[config.mk]
export PLATFORM = sky130hd
export DESIGN_NAME = t1_frame_monitor
export DESIGN_NICKNAME = d
export VERILOG_FILES = /design/src/rtl/t1_frame_monitor.sv
export SDC_FILE = /design/constraint.sdc
export NUM_CORES = 1
export LEC_CHECK = 0
export CELL_PAD_IN_SITES_DETAIL_PLACEMENT = 0
export CELL_PAD_IN_SITES_GLOBAL_PLACEMENT = 1
export CORE_MARGIN = 1.5
export CORE_UTILIZATION = 46
export CTS_BUF_LIST = sky130_fd_sc_hd__clkbuf_4 sky130_fd_sc_hd__clkbuf_8 sky130_fd_sc_hd__clkbuf_16
export DETAILED_ROUTE_END_ITERATION = 16
export PLACE_DENSITY = 0.84
export SETUP_SLACK_MARGIN = 0.2
export SYNTH_ARGS = -nofsm -noshare
export SYNTH_HDL_FRONTEND = slang
export SYNTH_SLANG_ARGS = --single-unit
[constraint.sdc]
create_clock -name clk -period 9.2 [get_ports clk]
set_clock_uncertainty 0.15 [all_clocks]
set_input_delay 1.38 -clock clk [delete_from_list [all_inputs] [get_ports clk]]
set_output_delay 1.38 -clock clk [all_outputs]
set_load 0.005 [all_outputs]
[src/rtl/t1_frame_monitor.sv]
module t1_frame_monitor #(
  parameter int FRAME_BITS = 193,
  parameter int CNT_W      = 16
) (
  input  logic             clk,
  input  logic             rst_n,
  input  logic             bit_en,
  input  logic             rx_bit,
  input  logic             frame_start,
  input  logic [1:0]       fmt,
  input  logic [1:0]       crit,
  input  logic             auto_en,
  input  logic             force_resync,
  input  logic             ext_lof,
  input  logic             cnt_clr,
  output logic             lof,
  output logic             resync_req,
  output logic [CNT_W-1:0] err_cnt
);

  localparam int BW = (FRAME_BITS > 2) ? $clog2(FRAME_BITS) : 1;
  localparam logic [BW-1:0]    LAST_BIT = BW'(FRAME_BITS - 1);
  localparam logic [CNT_W-1:0] CNT_MAX  = '1;
  localparam logic [7:0]       D4_EVEN  = 8'b0001_1100;
  localparam logic [7:0]       ESF_SYNC = 8'b0011_0100;

  logic [BW-1:0] bit_cnt;
  logic [6:0]    frm, idx, last;
  logic          pos_ok, fbit, chk_on, exp_bit, chk, err, mf_end;
  logic [5:0]    hist, hist_nx, wmask;
  logic          mf_bad, mf_bad_now, win_loss, mf_loss, crit_loss;
  logic [1:0]    bad_run;
  logic          armed, ext_q, ext_rise;

  always_comb
    case (fmt)
      2'b00:   last = 7'd3;
      2'b01:   last = 7'd11;
      2'b10:   last = 7'd23;
      default: last = 7'd71;
    endcase

  assign idx  = frame_start ? 7'd0 : frm;
  assign fbit = bit_en && (frame_start || (pos_ok && bit_cnt == '0));

  always_ff @(posedge clk or negedge rst_n)
    if (!rst_n) begin
      bit_cnt <= '0;
      frm     <= '0;
      pos_ok  <= 1'b0;
    end else if (bit_en) begin
      if (frame_start) begin
        bit_cnt <= BW'(1);
        frm     <= '0;
        pos_ok  <= 1'b1;
      end else if (pos_ok) begin
        if (bit_cnt == LAST_BIT) begin
          bit_cnt <= '0;
          frm     <= (frm >= last) ? 7'd0 : frm + 7'd1;
        end else begin
          bit_cnt <= bit_cnt + 1'b1;
        end
      end
    end

  always_comb begin
    chk_on  = 1'b0;
    exp_bit = 1'b0;
    case (fmt)
      2'b00: begin
        chk_on  = (idx == 7'd0) || (idx == 7'd2);
        exp_bit = !idx[1];
      end
      2'b01: begin
        chk_on  = 1'b1;
        exp_bit = idx[0] ? D4_EVEN[idx[3:1]] : !idx[1];
      end
      2'b10: begin
        chk_on  = (idx[1:0] == 2'b11);
        exp_bit = ESF_SYNC[idx[4:2]];
      end
      default: begin
        chk_on  = !idx[0];
        exp_bit = !idx[1];
      end
    endcase
  end

  assign chk    = fbit && chk_on && (idx <= last);
  assign err    = chk && (rx_bit != exp_bit);
  assign mf_end = fbit && (idx == last);

  assign hist_nx = {hist[4:0], err};
  assign wmask   = (crit == 2'b00) ? 6'h0F : (crit == 2'b01) ? 6'h1F : 6'h3F;
  assign win_loss = chk && !lof && (crit != 2'b11) && ($countones(hist_nx & wmask) >= 2);

  assign mf_bad_now = (!frame_start && mf_bad) || err;
  assign mf_loss    = mf_end && !lof && (crit == 2'b11) && mf_bad_now && (bad_run == 2'd3);
  assign crit_loss  = win_loss || mf_loss;
  assign ext_rise   = ext_lof && !ext_q;

  always_ff @(posedge clk or negedge rst_n)
    if (!rst_n) begin
      hist       <= '0;
      mf_bad     <= 1'b0;
      bad_run    <= '0;
      lof        <= 1'b1;
      armed      <= 1'b0;
      ext_q      <= 1'b0;
      resync_req <= 1'b0;
    end else begin
      ext_q      <= ext_lof;
      resync_req <= force_resync || ext_rise || (crit_loss && auto_en);

      if (lof)      hist <= '0;
      else if (chk) hist <= hist_nx;

      if (fbit) mf_bad <= mf_end ? 1'b0 : mf_bad_now;

      if (lof)
        bad_run <= '0;
      else if (mf_end)
        bad_run <= !mf_bad_now ? 2'd0 : (bad_run == 2'd3) ? 2'd3 : bad_run + 2'd1;

      if (force_resync || ext_lof || crit_loss)
        lof <= 1'b1;
      else if (mf_end && armed && !mf_bad_now)
        lof <= 1'b0;

      if (force_resync || ext_lof)
        armed <= 1'b0;
      else if (fbit && frame_start && lof)
        armed <= 1'b1;
      else if (mf_end)
        armed <= 1'b0;
    end

  always_ff @(posedge clk or negedge rst_n)
    if (!rst_n)
      err_cnt <= '0;
    else if (cnt_clr)
      err_cnt <= '0;
    else if (err && !(auto_en && lof) && err_cnt != CNT_MAX)
      err_cnt <= err_cnt + 1'b1;


  sat_hold_chk: assert property (@(posedge clk) disable iff (!rst_n)
    (err_cnt == CNT_MAX && !cnt_clr) |=> (err_cnt == CNT_MAX));


  step_one_chk: assert property (@(posedge clk) disable iff (!rst_n)
    !cnt_clr |=> (err_cnt == $past(err_cnt) || err_cnt == $past(err_cnt) + 1'b1));


  auto_freeze_chk: assert property (@(posedge clk) disable iff (!rst_n)
    (auto_en && lof && !cnt_clr) |=> $stable(err_cnt));


  force_chk: assert property (@(posedge clk) disable iff (!rst_n)
    force_resync |=> (lof && resync_req));


  ext_rise_chk: assert property (@(posedge clk) disable iff (!rst_n)
    (ext_lof && !ext_q) |=> (lof && resync_req));


  clear_at_mf_end_chk: assert property (@(posedge clk) disable iff (!rst_n)
    $fell(lof) |-> $past(mf_end && !ext_lof));


  no_auto_req_chk: assert property (@(posedge clk) disable iff (!rst_n)
    (!auto_en && !force_resync && !(ext_lof && !ext_q)) |=> !resync_req);

endmodule

==> results of run 1 <==
## registers in the layout (all words and copies together) (netlist names), 2 cells and up
signal / cells
bit_cnt: 8
hist: 5
bad_run: 2
frm: 7
err_cnt: 16
## area by class of cell
cell class,count,area [µm²],share of cell area
timing repair buffer,30,295,0.0900
clock buffer,7,90.1,0.0275
tap,75,93.8,0.0286
clock inverter,1,7.51,0.00229
sequential,44,1100,0.336
inverter,21,78.8,0.0240
multi-input combinational,246,1610,0.491
## synth_stat cells, types with 7 or more instances
cell and number:
nor3_1 11, nor2_1 37, clkbuf_1 7, ha_1 16
o21ai_0 15, nand2b_1 12, nand3_1 16, dfrtp_1 43
inv_1 21, a21oi_1 11, nand2_1 31, xnor2_1 10
nor2b_1 12
## layer usage
metal	routed length, µm	global-route usage	vias to the layer above	share of wire
met5	0	0	-	0
met3	166	0.0378	5	0.027
met1	2910	0.288	1147	0.48
li1	-	-	1188	-
met4	53	0.0559	0	0.0087
met2	2940	0.342	30	0.48
## kinds of logic (layout without fill, tap and decap cells)
kind of cell               count (synthesis)  count (layout)  share of synthesized area
adders and majority gates                 19              19                     0.0913
and+or+nand+nor                          145             145                      0.258
muxes                                      9               9                     0.0329
DFF                                       44              44                      0.387
AOI/OAI and AO/OA                         62              62                      0.150
buffers and inverters                     33              59                     0.0479
xor gates and xnor gates                  11              11                     0.0338
## how the worst min path moves through the flow
stage / from / to / slack, ns / cells after the start
after floorplan: bit_cnt[7]$_DFFE_PN0P_ / bit_cnt[7]$_DFFE_PN0P_ / 0.32 / 1
after global placement: bit_cnt[7]$_DFFE_PN0P_ / bit_cnt[7]$_DFFE_PN0P_ / 0.35 / 1
after detailed placement: mf_bad$_DFFE_PN0P_ / mf_bad$_DFFE_PN0P_ / 0.37 / 2
after CTS: mf_bad$_DFFE_PN0P_ / mf_bad$_DFFE_PN0P_ / 0.38 / 2
after global routing: mf_bad$_DFFE_PN0P_ / mf_bad$_DFFE_PN0P_ / 0.42 / 2
final: mf_bad$_DFFE_PN0P_ / mf_bad$_DFFE_PN0P_ / 0.39 / 2
## metrics by stage
| stage | std cells | cell area (µm²) | hold WS, ns |
|---|---|---|---|
| after floorplan | 323 | 2850 | 0.321 |
| after global placement | 416 | 3180 | 0.348 |
| after detailed placement | 416 | 3180 | 0.366 |
| after CTS | 424 | 3280 | 0.385 |
| after global routing | 424 | 3280 | 0.420 |
| final | 424 | 3280 | 0.385 |
## power by group
group / switching, mW / internal [mW]
clock network: 0.0659 / 0.0640
logic: 0.0365 / 0.0266
registers: 0.00955 / 0.200
total: 0.112 / 0.291
## worst max-delay path, delay by kind of cell
kind | cells | cell delay, ns
buffers and inverters | 3 | 1.19
and+or+nand+nor | 5 | 1.24
AOI/OAI and AO/OA | 5 | 1.16
adders and majority gates | 4 | 1.60
==> flow_metrics.py, run 1 <==
metrics = {
    "finish": {
        "fillers": 578,
        "layout_commonest_cell": "dfrtp_1",
        "final_nets": 380,
        "finish.utilization": 0.551,
        "final_cell_mix": "dfrtp_1 (43), nor2_1 (37), nand2_1 (31), clkdlybuf4s50_1 (29), inv_1 (21)",
        "drive_above_1_share": 0.0516,
        "syn2layout_area_growth_pct": 15.1,
        "diodes": 0,
    },
    "synthesis": {
        "ys_ff_latch": 44,
        "synth.net_count": 355,
        "synth_edf_count": 0,
        "async_flop_share": 1.00,
        "synthFlopType": "dfrtp_1",
        "synth_seq_area_share": 0.387,
        "yosys_warnings": 0,
        "synth_top_area_cell": "dfrtp_1",
        "syn-instance-count": 323,
        "yosys.area.top_type_share": 0.378,
        "ys_types": 56,
        "synth.avg_cell_area_um2": 8.82,
        "syn_area_um2": 2850,
        "ys_top_cells_by_area": "dfrtp_1 (38%), ha_1 (7.0%), nor2_1 (4.9%)",
    },
    "timing": {
        "rsz0062_at_grt": "no",
        "setup_violations": 0,
        "slew_violations": 0,
        "period_needed_ns": 6.53,
        "worst_pin_slew_ns": 0.967,
        "hold_viol_final": 0,
        "fmax_ghz": 0.153,
        "slew_headroom": 0.356,
        "setup-tns-final_ns": 0,
        "min_period_over_period": 0.709,
        "fin_ws_ns": 2.67,
    },
    "global_route": {
        "grt_max_degree": 45,
        "antenna_found_initial": 0,
        "grt_overflow": 0,
        "grt_pass1_vias": 2272,
        "grt_pass1_wl_um": 10800,
        "grt_use_total": 0.210,
    },
    "worst_setup_path": {
        "cp_slowest_cell": "clkdlybuf4s50_1",
        "path_cells": "clkdlybuf4s50_1 -> nor2b_1 -> ha_1 -> nand2_1 -> a31oi_1 -> a221o_1 -> a211o_1 -> or2_1 -> inv_1 -> fa_1 -> inv_1 -> fa_1 -> nand2b_1 -> fa_1 -> a221o_1 -> o221ai_1 -> or4_1",
        "cp-end-kind": "flip-flop",
        "max_stage_delay_ns": 0.93,
        "r2r_cells": 16,
        "start_kind": "input pin",
        "reg2reg_to": "lof$_DFFE_PN1P_",
        "cp_max_fo": 23,
        "critical_path_required_ns": 9.26,
        "r2r-start": "bit_cnt[0]$_DFFE_PN0P_",
        "crit_end": "lof$_DFFE_PN1P_",
        "crit_start": "frame_start",
        "cp_common_cell": "fa_1",
        "path_class": "input pin to flip-flop",
        "worstPathArrival_ns": 6.59,
        "r2r_slack_ns": 4.01,
    },
    "route": {
        "via_per_inst": 5.59,
        "drtIter0Drc": 128,
        "via_count": 2370,
        "route.detailed.drc": 0,
        "avgRoutedWirePerCell_um": 14.3,
        "routed_wl_um": 6070,
        "firstDrtPassIters": 4,
        "drtAntennaViolNets": 0,
    },
    "clock_network": {
        "clk_pin_slew_ns": 0.08,
        "clockRootBuffer": "clkbuf_8",
        "h-tree-depth": 2,
        "cts_tree": "built",
        "cts_resized": 0,
        "cts_made_buffers": 5,
        "cts_setup_buffers": 0,
        "clkLatencyLatePin_ns": 0.29,
        "cts_max_path_buffers": 2,
        "cts_hold_buf": 0,
        "clock-sinks": 44,
    },
    "run": {
        "maxCapViolCount": 0,
    },
    "floorplan": {
        "start_util": 0.479,
        "die_y_um": 81.7,
        "die_x_um": 81.7,
        "rows": 28,
        "io_pins": 31,
        "core_um2": 5960,
        "die-area_um2": 6680,
    },
    "power": {
        "vdd_drop_max_mv": 0.0844,
        "power_density_nw_per_um2": 123,
        "p_leak_nw": 1.33,
        "total_power_uw": 403,
    },
    "status": {
        "status": "completed",
    },
    "placement": {
        "portBuffers": 30,
        "gp_congestion": 0.818,
        "pre_cts_ws_ns": 2.34,
        "hpwlAfterDp_um": 4430,
    },
    "min_path": {
        "hp-class": "flip-flop to flip-flop",
    },
}
No activity file was read; power rests on OpenSTA's default activity.
==> run 2: changes to the inputs <==
--- a/config.mk
+++ b/config.mk
@@ -8,10 +8,10 @@
 export CELL_PAD_IN_SITES_DETAIL_PLACEMENT = 0
 export CELL_PAD_IN_SITES_GLOBAL_PLACEMENT = 1
 export CORE_MARGIN = 1.5
-export CORE_UTILIZATION = 46
+export CORE_UTILIZATION = 43
 export CTS_BUF_LIST = sky130_fd_sc_hd__clkbuf_4 sky130_fd_sc_hd__clkbuf_8 sky130_fd_sc_hd__clkbuf_16
 export DETAILED_ROUTE_END_ITERATION = 16
-export PLACE_DENSITY = 0.84
+export PLACE_DENSITY = 0.8
 export SETUP_SLACK_MARGIN = 0.2
 export SYNTH_ARGS = -nofsm -noshare
 export SYNTH_HDL_FRONTEND = slang
==> constraint.sdc (replaced) <==
create_clock -name clk -period 6.07 [get_ports clk]
set_clock_uncertainty 0.15 [all_clocks]
set_input_delay 0.9105 -clock clk [delete_from_list [all_inputs] [get_ports clk]]
set_output_delay 0.9105 -clock clk [all_outputs]
set_load 0.005 [all_outputs]
==> flow_metrics.py, run 2 (synthesized netlist as in run 1, its figures left out) <==
metrics = {
    "clock_network": {
        "clockRootBuffer": "clkbuf_8",
        "cts_tree": "built",
        "clk_pin_slew_ns": 0.10,
        "cts_hold_buf": 0,
        "cts_setup_buffers": 0,
        "clock-sinks": 44,
        "clkLatencyLatePin_ns": 0.31,
        "cts_max_path_buffers": 2,
        "h-tree-depth": 2,
        "cts_made_buffers": 5,
        "cts_resized": 0,
    },
    "global_route": {
        "grt_pass1_vias": 2280,
        "grt_overflow": 0,
        "grt_use_total": 0.184,
        "antenna_found_initial": 0,
        "grt_max_degree": 45,
        "grt_pass1_wl_um": 10800,
    },
    "finish": {
        "fillers": 607,
        "final_nets": 385,
        "multiInputGateArea_um2": 1610,
        "largest_reg_flops": 16,
        "syn2layout_area_growth_pct": 17.1,
        "final_cell_mix": "dfrtp_1 (43), nor2_1 (37), nand2_1 (31), clkdlybuf4s50_1 (29), inv_1 (21)",
        "finish.utilization": 0.523,
        "drive_above_1_share": 0.0650,
        "layout_commonest_cell": "dfrtp_1",
        "largest-register": "err_cnt",
        "diodes": 0,
        "seqCellArea_um2": 1100,
        "top_regs": "err_cnt: 16 flops, bit_cnt: 8 flops, frm: 7 flops",
    },
    "worst_setup_path": {
        "cp-end-kind": "flip-flop",
        "critical_path_required_ns": 6.16,
        "path_class": "input pin to flip-flop",
        "cp_max_fo": 4,
        "start_kind": "input pin",
        "cp_slowest_cell": "clkdlybuf4s50_1",
        "path_cells": "clkdlybuf4s50_1 -> ha_1 -> inv_1 -> ha_1 -> nand2_1 -> a31oi_1 -> a221o_1 -> a211o_1 -> or2_1 -> inv_1 -> fa_1 -> inv_1 -> fa_1 -> nand2b_1 -> fa_1 -> a221o_1 -> o221ai_1 -> or4_1",
        "worstPathArrival_ns": 5.57,
        "max_stage_delay_ns": 0.54,
    },
    "timing": {
        "period_needed_ns": 5.48,
        "setup-tns-final_ns": 0,
        "min_period_over_period": 0.903,
        "fmax_ghz": 0.182,
        "slew_headroom": 0.319,
        "hold_viol_final": 0,
        "worst_pin_slew_ns": 1.02,
        "setup_violations": 0,
        "slew_violations": 0,
        "rsz0062_at_grt": "no",
    },
    "placement": {
        "portBuffers": 30,
        "gp_congestion": 0.796,
        "hpwlAfterDp_um": 4500,
    },
    "run": {
        "maxCapViolCount": 0,
    },
    "route": {
        "drtIter0Drc": 112,
        "via_count": 2404,
        "firstDrtPassIters": 4,
        "avgRoutedWirePerCell_um": 14.6,
        "routed_wl_um": 6280,
        "drtAntennaViolNets": 0,
        "via_per_inst": 5.58,
        "route.detailed.drc": 0,
    },
    "floorplan": {
        "core_um2": 6390,
        "die_y_um": 84.4,
        "die-area_um2": 7130,
        "rows": 29,
        "io_pins": 31,
        "start_util": 0.446,
        "die_x_um": 84.4,
    },
    "power": {
        "vdd_drop_max_mv": 0.121,
        "p_leak_nw": 1.36,
        "power_density_nw_per_um2": 197,
    },
    "status": {
        "status": "completed",
    },
    "min_path": {
        "hp-class": "flip-flop to flip-flop",
    },
}
-- run 2: final timing paths --
| path | slack [ns] | cells past startpoint | start | to |
|---|---|---|---|---|
| max | 0.59 | 18 | fmt[0] | lof$_DFFE_PN1P_ |
| min | 0.38 | 2 | mf_bad$_DFFE_PN0P_ | mf_bad$_DFFE_PN0P_ |
| max reg2reg | 1.32 | 16 | bit_cnt[0]$_DFFE_PN0P_ | lof$_DFFE_PN1P_ |
| min reg2reg | 0.38 | 2 | mf_bad$_DFFE_PN0P_ | mf_bad$_DFFE_PN0P_ |
| max in group asynchronous | 4.51 | 1 | rst_n | bit_cnt[4]$_DFFE_PN0P_ |
| min in group asynchronous | 0.63 | 1 | rst_n | err_cnt[11]$_DFFE_PN0P_ |
-- run 2: power by group --
part	total, mW	leakage, nW	internal [mW]	switching (mW)
combinational	0.102	0.708	0.0449	0.0573
sequential	0.318	0.593	0.304	0.0139
clock	0.238	0.0548	0.124	0.114
-- run 2: layer usage --
layer / track usage / part of all wire
met2: 0.306 / 0.48
met4: 0.0411 / 0.011
met5: 0 / 0
met3: 0.0334 / 0.032
met1: 0.251 / 0.48
-- run 2: metrics by stage --
stage	setup WS, ns	hold WS (ns)	power, mW	instance area (µm²)	std cells
2_1_floorplan	0.591	0.321	0.387	2850	323
3_3_place_gp	0.402	0.350	0.425	3220	423
3_5_place_dp	0.262	0.359	0.426	3220	423
4_1_cts	0.609	0.377	0.664	3340	431
5_1_grt	0.359	0.398	0.691	3340	431
6_report	0.588	0.380	0.658	3340	431
-- run 2: layout make-up --
| class | instances | area share |
|---|---|---|
| sequential | 44 | 0.330 |
| clock buffer | 5 | 0.0206 |
| timing repair buffer | 35 | 0.0997 |
| tap | 77 | 0.0289 |
| clock inverter | 3 | 0.0139 |
| inverter | 21 | 0.0236 |
| multi-input combinational | 246 | 0.483 |
-- run 2: worst max-delay path: cells and delay by family --
family | cells | cell delay, ns
fa+ha+maj | 5 | 1.85
simple gates | 4 | 0.96
buf+inv | 4 | 0.86
compound gates | 5 | 0.99
